## src/rtl/rxd_pkg.sv

```systemverilog
package rxd_pkg;
  typedef enum logic [2:0] {
    S_IDLE, S_RD0, S_RD1, S_DATA, S_WRD, S_WR2, S_WR0, S_DROP
  } rx_state_t;

  localparam logic [2:0] REG_BASE_LO = 3'd0;
  localparam logic [2:0] REG_BASE_HI = 3'd1;
  localparam logic [2:0] REG_CTRL    = 3'd2;
  localparam logic [2:0] REG_STAT    = 3'd3;
  localparam logic [2:0] REG_MASK    = 3'd4;
  localparam logic [2:0] REG_CAUSE   = 3'd5;

  localparam int CAUSE_RX   = 4;
  localparam int CAUSE_BERR = 7;
  localparam logic [7:0] CAUSE_BITS = 8'h90;

  localparam logic [1:0] ERR_NONE     = 2'b00;
  localparam logic [1:0] ERR_TRUNC    = 2'b01;
  localparam logic [1:0] ERR_UPSTREAM = 2'b10;

  function automatic logic [1:0] err_code(input logic upstream, input logic cut);
    if (upstream) return ERR_UPSTREAM;
    if (cut) return ERR_TRUNC;
    return ERR_NONE;
  endfunction
endpackage

```

## src/rtl/rxd_regs.sv

```systemverilog
module rxd_regs #(
  parameter int ADDR_W = 42,
  parameter int CNT_W  = 8
) (
  input  logic              clk,
  input  logic              rst,
  input  logic              reg_wr,
  input  logic [2:0]        reg_addr,
  input  logic [31:0]       reg_wdata,
  output logic [31:0]       reg_rdata,
  output logic              irq,
  output logic              en,
  output logic [ADDR_W-1:0] base_ptr,
  output logic              ptr_load,
  input  logic              ev_pkt,
  input  logic              ev_drop,
  input  logic              ev_berr
);
  import rxd_pkg::*;
  localparam int HI_W = ADDR_W - 32;
  localparam logic [CNT_W-1:0] CNT_MAX = '1;

  logic [31:0]      base_lo;
  logic [HI_W-1:0]  base_hi;
  logic [7:0]       mask, cause;
  logic [CNT_W-1:0] pkt_cnt, drop_cnt;
  logic             wr_stat, dec, inc;

  assign base_ptr = {base_hi, base_lo};
  assign wr_stat  = reg_wr && (reg_addr == REG_STAT) && reg_wdata[0];
  assign dec      = wr_stat && (pkt_cnt != '0);
  assign inc      = ev_pkt && (pkt_cnt != CNT_MAX);

  always_ff @(posedge clk) begin
    if (rst) begin
      base_lo   <= '0;
      base_hi   <= '0;
      en        <= 1'b0;
      mask      <= '0;
      cause     <= '0;
      pkt_cnt   <= '0;
      drop_cnt  <= '0;
      irq       <= 1'b0;
      ptr_load  <= 1'b0;
      reg_rdata <= '0;
    end else begin
      ptr_load <= reg_wr && (reg_addr == REG_BASE_LO || reg_addr == REG_BASE_HI);
      if (reg_wr) begin
        case (reg_addr)
          REG_BASE_LO: base_lo <= reg_wdata;
          REG_BASE_HI: base_hi <= reg_wdata[HI_W-1:0];
          REG_CTRL:    en      <= reg_wdata[0];
          REG_MASK:    mask    <= reg_wdata[7:0] & CAUSE_BITS;
          default: ;
        endcase
      end
      if (ev_berr) en <= 1'b0;
      cause <= (cause & ~((reg_wr && reg_addr == REG_CAUSE) ? reg_wdata[7:0] : 8'h00))
             | ({7'd0, ev_berr} << CAUSE_BERR) | ({7'd0, ev_pkt} << CAUSE_RX);
      if (inc && !dec) pkt_cnt <= pkt_cnt + 1'b1;
      else if (dec && !inc) pkt_cnt <= pkt_cnt - 1'b1;
      if (ev_drop && drop_cnt != CNT_MAX) drop_cnt <= drop_cnt + 1'b1;
      irq <= |(cause & mask);
      case (reg_addr)
        REG_BASE_LO: reg_rdata <= base_lo;
        REG_BASE_HI: reg_rdata <= 32'(base_hi);
        REG_CTRL:    reg_rdata <= {31'd0, en};
        REG_STAT:    reg_rdata <= (32'(pkt_cnt) << 16) | 32'(drop_cnt);
        REG_MASK:    reg_rdata <= 32'(mask);
        REG_CAUSE:   reg_rdata <= 32'(cause);
        default:     reg_rdata <= '0;
      endcase
    end
  end
endmodule

```

## src/rtl/rxd_engine.sv

```systemverilog
module rxd_engine #(
  parameter int ADDR_W    = 42,
  parameter int BUF_BYTES = 1536
) (
  input  logic              clk,
  input  logic              rst,
  input  logic              en,
  input  logic [ADDR_W-1:0] base_ptr,
  input  logic              ptr_load,
  input  logic              in_valid,
  input  logic [7:0]        in_data,
  input  logic              in_sop,
  input  logic              in_eop,
  input  logic              in_err,
  output logic              in_ready,
  output logic              mem_req,
  output logic              mem_we,
  output logic [ADDR_W-1:0] mem_addr,
  output logic [63:0]       mem_wdata,
  input  logic [63:0]       mem_rdata,
  input  logic              mem_ack,
  input  logic              mem_err,
  output logic              ev_pkt,
  output logic              ev_drop,
  output logic              ev_berr
);
  import rxd_pkg::*;
  localparam int HI_W  = ADDR_W - 32;
  localparam int LEN_W = 12;
  localparam logic [LEN_W-1:0]  LEN_MAX = LEN_W'(BUF_BYTES);
  localparam logic [ADDR_W-1:0] OFS_W1  = ADDR_W'(8);
  localparam logic [ADDR_W-1:0] OFS_W2  = ADDR_W'(16);

  rx_state_t         state;
  logic [ADDR_W-1:0] cur_ptr, nxt_ptr, buf_ptr;
  logic [31:0]       w0_lo;
  logic              e_ok, eop_seen, cut, uerr;
  logic [LEN_W-1:0]  len;
  logic [3:0]        fill;
  logic [63:0]       wbuf, wbuf_nx;
  logic              store, full_nx, pend_nx, uerr_nx, cut_nx;
  logic              rd_unused;

  assign rd_unused = ^mem_rdata[63:32];
  assign in_ready  = (state == S_DATA) || (state == S_DROP);

  always_comb begin
    store   = (len < LEN_MAX);
    wbuf_nx = wbuf;
    if (store) wbuf_nx[{fill[2:0], 3'b000} +: 8] = in_data;
    full_nx = store && (fill == 4'd7);
    pend_nx = store || (fill != 4'd0);
    uerr_nx = uerr | in_err;
    cut_nx  = cut | !store;
  end

  always_ff @(posedge clk) begin
    if (rst) begin
      state <= S_IDLE;
      cur_ptr <= '0; nxt_ptr <= '0; buf_ptr <= '0; w0_lo <= '0;
      e_ok <= 1'b0; eop_seen <= 1'b0; cut <= 1'b0; uerr <= 1'b0;
      len <= '0; fill <= '0; wbuf <= '0;
      mem_req <= 1'b0; mem_we <= 1'b0; mem_addr <= '0; mem_wdata <= '0;
      ev_pkt <= 1'b0; ev_drop <= 1'b0; ev_berr <= 1'b0;
    end else begin
      ev_pkt <= 1'b0; ev_drop <= 1'b0; ev_berr <= 1'b0;
      if (mem_req && mem_ack && mem_err) begin
        mem_req <= 1'b0;
        ev_berr <= 1'b1;
        state   <= eop_seen ? S_IDLE : S_DROP;
      end else begin
        case (state)
          S_IDLE: begin
            if (ptr_load) cur_ptr <= base_ptr;
            len <= '0; fill <= '0; wbuf <= '0;
            eop_seen <= 1'b0; cut <= 1'b0; uerr <= 1'b0;
            if (en && in_valid && !ptr_load) begin
              if (in_sop) begin
                state <= S_RD0; mem_req <= 1'b1; mem_we <= 1'b0; mem_addr <= cur_ptr;
              end else begin
                state <= S_DROP;
              end
            end
          end
          S_RD0: if (mem_ack) begin
            w0_lo    <= mem_rdata[31:0];
            e_ok     <= mem_rdata[63];
            mem_addr <= cur_ptr + OFS_W1;
            state    <= S_RD1;
          end
          S_RD1: if (mem_ack) begin
            mem_req <= 1'b0;
            if (!e_ok) begin
              ev_drop <= 1'b1;
              state   <= S_DROP;
            end else begin
              buf_ptr <= {mem_rdata[32 +: HI_W], w0_lo};
              nxt_ptr <= {mem_rdata[48 +: HI_W], mem_rdata[31:0]};
              state   <= S_DATA;
            end
          end
          S_DATA: if (in_valid) begin
            uerr <= uerr_nx;
            cut  <= cut_nx;
            wbuf <= wbuf_nx;
            if (store) begin
              len  <= len + 1'b1;
              fill <= fill + 1'b1;
            end
            if (in_eop) eop_seen <= 1'b1;
            if ((in_eop && pend_nx) || full_nx) begin
              state <= S_WRD; mem_req <= 1'b1; mem_we <= 1'b1;
              mem_addr <= buf_ptr; mem_wdata <= wbuf_nx;
            end else if (in_eop) begin
              state <= S_WR2; mem_req <= 1'b1; mem_we <= 1'b1;
              mem_addr <= cur_ptr + OFS_W2; mem_wdata <= {err_code(uerr_nx, cut_nx), 62'd0};
            end
          end
          S_WRD: if (mem_ack) begin
            buf_ptr <= buf_ptr + OFS_W1;
            fill    <= '0;
            wbuf    <= '0;
            if (eop_seen) begin
              state <= S_WR2; mem_addr <= cur_ptr + OFS_W2;
              mem_wdata <= {err_code(uerr, cut), 62'd0};
            end else begin
              state <= S_DATA; mem_req <= 1'b0;
            end
          end
          S_WR2: if (mem_ack) begin
            state <= S_WR0; mem_addr <= cur_ptr;
            mem_wdata <= {1'b0, 19'd0, len, w0_lo};
          end
          S_WR0: if (mem_ack) begin
            mem_req <= 1'b0;
            cur_ptr <= nxt_ptr;
            ev_pkt  <= 1'b1;
            state   <= S_IDLE;
          end
          S_DROP: if (in_valid && in_eop) state <= S_IDLE;
          default: state <= S_IDLE;
        endcase
      end
    end
  end
endmodule

```

## src/rtl/rxdesc_dma.sv

```systemverilog
module rxdesc_dma #(
  parameter int ADDR_W    = 42,
  parameter int BUF_BYTES = 1536,
  parameter int CNT_W     = 8
) (
  input  logic              clk,
  input  logic              rst,
  input  logic              reg_wr,
  input  logic [2:0]        reg_addr,
  input  logic [31:0]       reg_wdata,
  output logic [31:0]       reg_rdata,
  output logic              irq,
  input  logic              in_valid,
  input  logic [7:0]        in_data,
  input  logic              in_sop,
  input  logic              in_eop,
  input  logic              in_err,
  output logic              in_ready,
  output logic              mem_req,
  output logic              mem_we,
  output logic [ADDR_W-1:0] mem_addr,
  output logic [63:0]       mem_wdata,
  input  logic [63:0]       mem_rdata,
  input  logic              mem_ack,
  input  logic              mem_err
);
  logic              en, ptr_load, ev_pkt, ev_drop, ev_berr;
  logic [ADDR_W-1:0] base_ptr;

  rxd_regs #(.ADDR_W(ADDR_W), .CNT_W(CNT_W)) u_regs (
    .clk(clk), .rst(rst), .reg_wr(reg_wr), .reg_addr(reg_addr),
    .reg_wdata(reg_wdata), .reg_rdata(reg_rdata), .irq(irq), .en(en),
    .base_ptr(base_ptr), .ptr_load(ptr_load),
    .ev_pkt(ev_pkt), .ev_drop(ev_drop), .ev_berr(ev_berr)
  );

  rxd_engine #(.ADDR_W(ADDR_W), .BUF_BYTES(BUF_BYTES)) u_eng (
    .clk(clk), .rst(rst), .en(en), .base_ptr(base_ptr), .ptr_load(ptr_load),
    .in_valid(in_valid), .in_data(in_data), .in_sop(in_sop), .in_eop(in_eop),
    .in_err(in_err), .in_ready(in_ready),
    .mem_req(mem_req), .mem_we(mem_we), .mem_addr(mem_addr), .mem_wdata(mem_wdata),
    .mem_rdata(mem_rdata), .mem_ack(mem_ack), .mem_err(mem_err),
    .ev_pkt(ev_pkt), .ev_drop(ev_drop), .ev_berr(ev_berr)
  );
endmodule

```

## config.mk

```make
export PLATFORM = sky130hd
export DESIGN_NAME = rxdesc_dma
export DESIGN_NICKNAME = d
export VERILOG_FILES = /design/src/rtl/rxd_pkg.sv /design/src/rtl/rxd_regs.sv /design/src/rtl/rxd_engine.sv /design/src/rtl/rxdesc_dma.sv
export SDC_FILE = /design/constraint.sdc
export NUM_CORES = 1
export LEC_CHECK = 0
export BUFFER_PORTS_ARGS = -buffer_cell sky130_fd_sc_hd__clkbuf_2
export CAP_MARGIN = 30
export CORE_MARGIN = 2
export CORE_UTILIZATION = 53
export CTS_CLUSTER_DIAMETER = 80
export CTS_CLUSTER_SIZE = 8
export DETAILED_ROUTE_END_ITERATION = 16
export HOLD_SLACK_MARGIN = 0.12
export PLACE_DENSITY = 0.86
export SYNTH_ARGS = -nofsm -noshare
export SYNTH_HDL_FRONTEND = slang
export SYNTH_SLANG_ARGS = --single-unit
```

## constraint.sdc

```tcl
create_clock -name clk -period 3.2 [get_ports clk]
set_clock_uncertainty 0.05 [all_clocks]
set_input_delay 0.16 -clock clk [delete_from_list [all_inputs] [get_ports clk]]
set_output_delay 0.16 -clock clk [all_outputs]
set_load 0.1 [all_outputs]
```

==> results.sh <==
export IMPL_drt_antenna_violating_nets=0
export IMPL_synth_edf_count=0
export IMPL_async_flop_share_pct=0
export IMPL_hp_class="primary input to register"
export IMPL_core_area_sq_mm=0.0400
export IMPL_relSlewSlack_pct=44.1
export IMPL_drcViolationCount=0
export IMPL_dp_cells=3299
export IMPL_grtUsageTotal_pct=39.1
export IMPL_cp_max_fo=9
export IMPL_seq_area_sq_mm=0.00919
export IMPL_clock_fmax_mhz=332
export IMPL_root_buffer="clkbuf_16"
export IMPL_clk_latency_ns=0.58
export IMPL_dp_slack_ns=0.183
export IMPL_synth_top_area_cell="dfxtp_1"
export IMPL_final_core_util_pct=65.4
export IMPL_p_per_area_mw_per_mm2=718
export IMPL_min_period_over_period_pct=94.1
export IMPL_cts_htree_levels=3
export IMPL_ys_seq_area_share_pct=42.5
export IMPL_maxSlewViolCount=0
export IMPL_ys_types=98
export IMPL_gr_total_overflow=0
export IMPL_fillCellCount=3175
export IMPL_hpwl_mm=55.7
export IMPL_tightestPinTransition_ns=0.838
export IMPL_antenna_found_initial=4
export IMPL_grt_max_degree=135
export IMPL_routedWlPerCell_microns=24.3
export IMPL_synth_top_cell_area_share_pct=42.5
export IMPL_cap_violations=0
export IMPL_power_leakage_uw=0.00980
export IMPL_yosysWarnings=0
export IMPL_final_min_clock_period_ns=3.01
export IMPL_cp_end_kind="register"
export IMPL_ioPinCount=258
export IMPL_dr_pass1_iters=7
export IMPL_syn_num_nets=2808
export IMPL_syn_inst=2672
export IMPL_vias=23014
export IMPL_place_gp_congestion=0.994
export IMPL_cts_tree="built"
export IMPL_cp_arrival_ns=3.45
export IMPL_ys_ff_latch=459
export IMPL_syn_avg_cell_area_sq_um=8.08
export IMPL_synth_area_leaders="dfxtp_1 (43%), nand2_1 (6.8%), a21oi_1 (6.0%), nor2_1 (5.1%), o21ai_0 (3.3%)"
export IMPL_cts_max_path_buffers=3
export IMPL_fp_row_count=73
export IMPL_path_clk_slew_ns=0.05
export IMPL_status="finished clean"
export IMPL_worstSetupStartpointType="register"
export IMPL_die_width_microns=206
export IMPL_finalNetCount=3084
export IMPL_hold_viol_final=0
export IMPL_grt_pass1_wl_mm=127
export IMPL_port_buffers=246
export IMPL_tns_ns=0
export IMPL_timing_hold_ws_ns=0.189
export IMPL_numCtsBuffers=67
export IMPL_criticalPathCategory="register to register"
export IMPL_drive_gt1_share_pct=15.9
export IMPL_worst_slack_ns=0.190
export IMPL_setup_viol=0
export IMPL_multiInputGateArea_sq_mm=0.0114
export IMPL_ir_drop_mv=0.410
export IMPL_viasPerCell=6.61
export IMPL_grt_setup_unrepaired="false"
export IMPL_cts_sinks=459
export IMPL_syn_to_final_growth_pct=21.1
export IMPL_grt_pass1_vias=21794
export IMPL_ys_flop_type="dfxtp_1"
export IMPL_start_util_pct=54.0
export IMPL_stdcell_count=3480
export IMPL_die_h_microns=206
export IMPL_post_cts_buffers=0
export IMPL_cp_data_required_time_ns=3.64
export IMPL_drt_iter0_markers=3737
export IMPL_syn_cell_area_sq_mm=0.0216
export IMPL_wirelength_mm=84.5
export IMPL_die_area_sq_mm=0.0424
[repair_timing]
item	in CTS	in global routing
endpoints found under the setup margin	0	3
endpoints found under the hold margin	195	0
resized for setup	0	3
hold buffers	104	0
[synth_stat cells (all sizes together), types with 7 or more instances]
cell type	number
nand2	393
and3	28
nor4	19
a211oi	87
clkbuf	126
nor3	87
and2	25
ha	19
a21o	16
nor4b	7
nand3	81
nand4	35
dfxtp	459
nor2b	7
xnor2	10
nor2	296
xor2	15
o21ai	153
nand2b	7
or4	7
a221oi	54
o22ai	12
a31oi	30
nand3b	9
buf	91
a22oi	83
a21oi	262
or3	15
a22o	24
nor3b	7
mux2i	58
and4	12
mux2	20
inv	33
[sequential cells by signal (all words and copies together), names as in the netlist, 42 cells and up]
register and flops:
u_eng.mem_wdata 64, u_eng.wbuf 64, u_eng.buf_ptr 42, u_eng.cur_ptr 42, u_eng.mem_addr 42, u_eng.nxt_ptr 42
[placed cells by master (no fill, tap or decap), drive strengths merged, types with 20 or more instances in the layout]
cell type	synthesis	routed
nor2	296	296
a21oi	262	262
and3	28	28
a211oi	87	87
a31oi	30	30
mux2i	58	58
o21ai	153	153
nand3	81	81
a22oi	83	83
mux2	20	20
nor3	87	87
nand4	35	35
nand2	393	393
dlygate4sd3	0	104
a221oi	54	54
and2	25	25
a22o	24	24
clkbuf	126	316
inv	33	34
dfxtp	459	459
buf	91	75
[worst max-delay path: stages, from the launching register on]
cell and delay, ns:
dfxtp_1 0.34, nor4_1 0.33, nand2_1 0.10, nand4_1 0.10, ha_1 0.17, inv_1 0.06, buf_4 0.17, ha_1 0.33
a211o_1 0.30, a2111oi_1 0.43, o21ai_0 0.21, a21o_1 0.21, a21oi_1 0.13
[cell type report]
type	count	area share (%)
multi-input combinational	1963	43.6
sequential	459	35.1
timing repair buffer	424	11.4
clock buffer	71	6.79
tap	525	2.51
inverter	33	0.474
clock inverter	2	0.0622
antenna	3	0.0287
[per-stage QoR]
stage | cell area [sq um] | total power, uW
after floorplan | 21600 | 10600
after global placement | 23200 | 12100
after detailed placement | 23300 | 12200
after CTS | 26100 | 18500
after global routing | 26200 | 19300
final | 26200 | 18800
[layer usage]
metal  global-route usage [%]  share of wire (%)  up-vias
met4                     26.2                7.2        4
li1                         -                  -    10172
met1                     49.1                 37    10797
met5                        0              0.034        -
met3                     9.32                 12      379
met2                     59.6                 44     1662
[report_power, final]
group	internal, uW	leakage (uW)	switching (uW)
sequential	6160	0.00371	560
combinational	1420	0.00521	4250
clock	3870	0.000880	2510
total	11500	0.00980	7320
[worst paths after layout]
check	start	end	slack, ns	cells after the start
hold reg to reg	u_eng.ev_berr	u_regs.en	0.38	1
setup reg to reg	u_regs.pkt_cnt[7]	u_regs.pkt_cnt[7]	0.19	12
setup / recovery	u_regs.pkt_cnt[7]	u_regs.pkt_cnt[7]	0.19	12
hold / removal	mem_ack	u_eng.ev_drop	0.19	3
[cells by family (layout without fill, tap and decap cells)]
logic type / count (synthesis) / count (layout) / share of synthesized area (%)
other cells: 0 / 3 / 0
xor+xnor: 25 / 25 / 1.01
fa+ha+maj: 20 / 20 / 1.19
mux: 78 / 78 / 3.82
flops: 459 / 459 / 42.5
buf+inv: 250 / 530 / 5.06
simple gates: 1052 / 1052 / 22.9
compound gates: 788 / 788 / 23.5
Power figures use the tool's default switching activity.
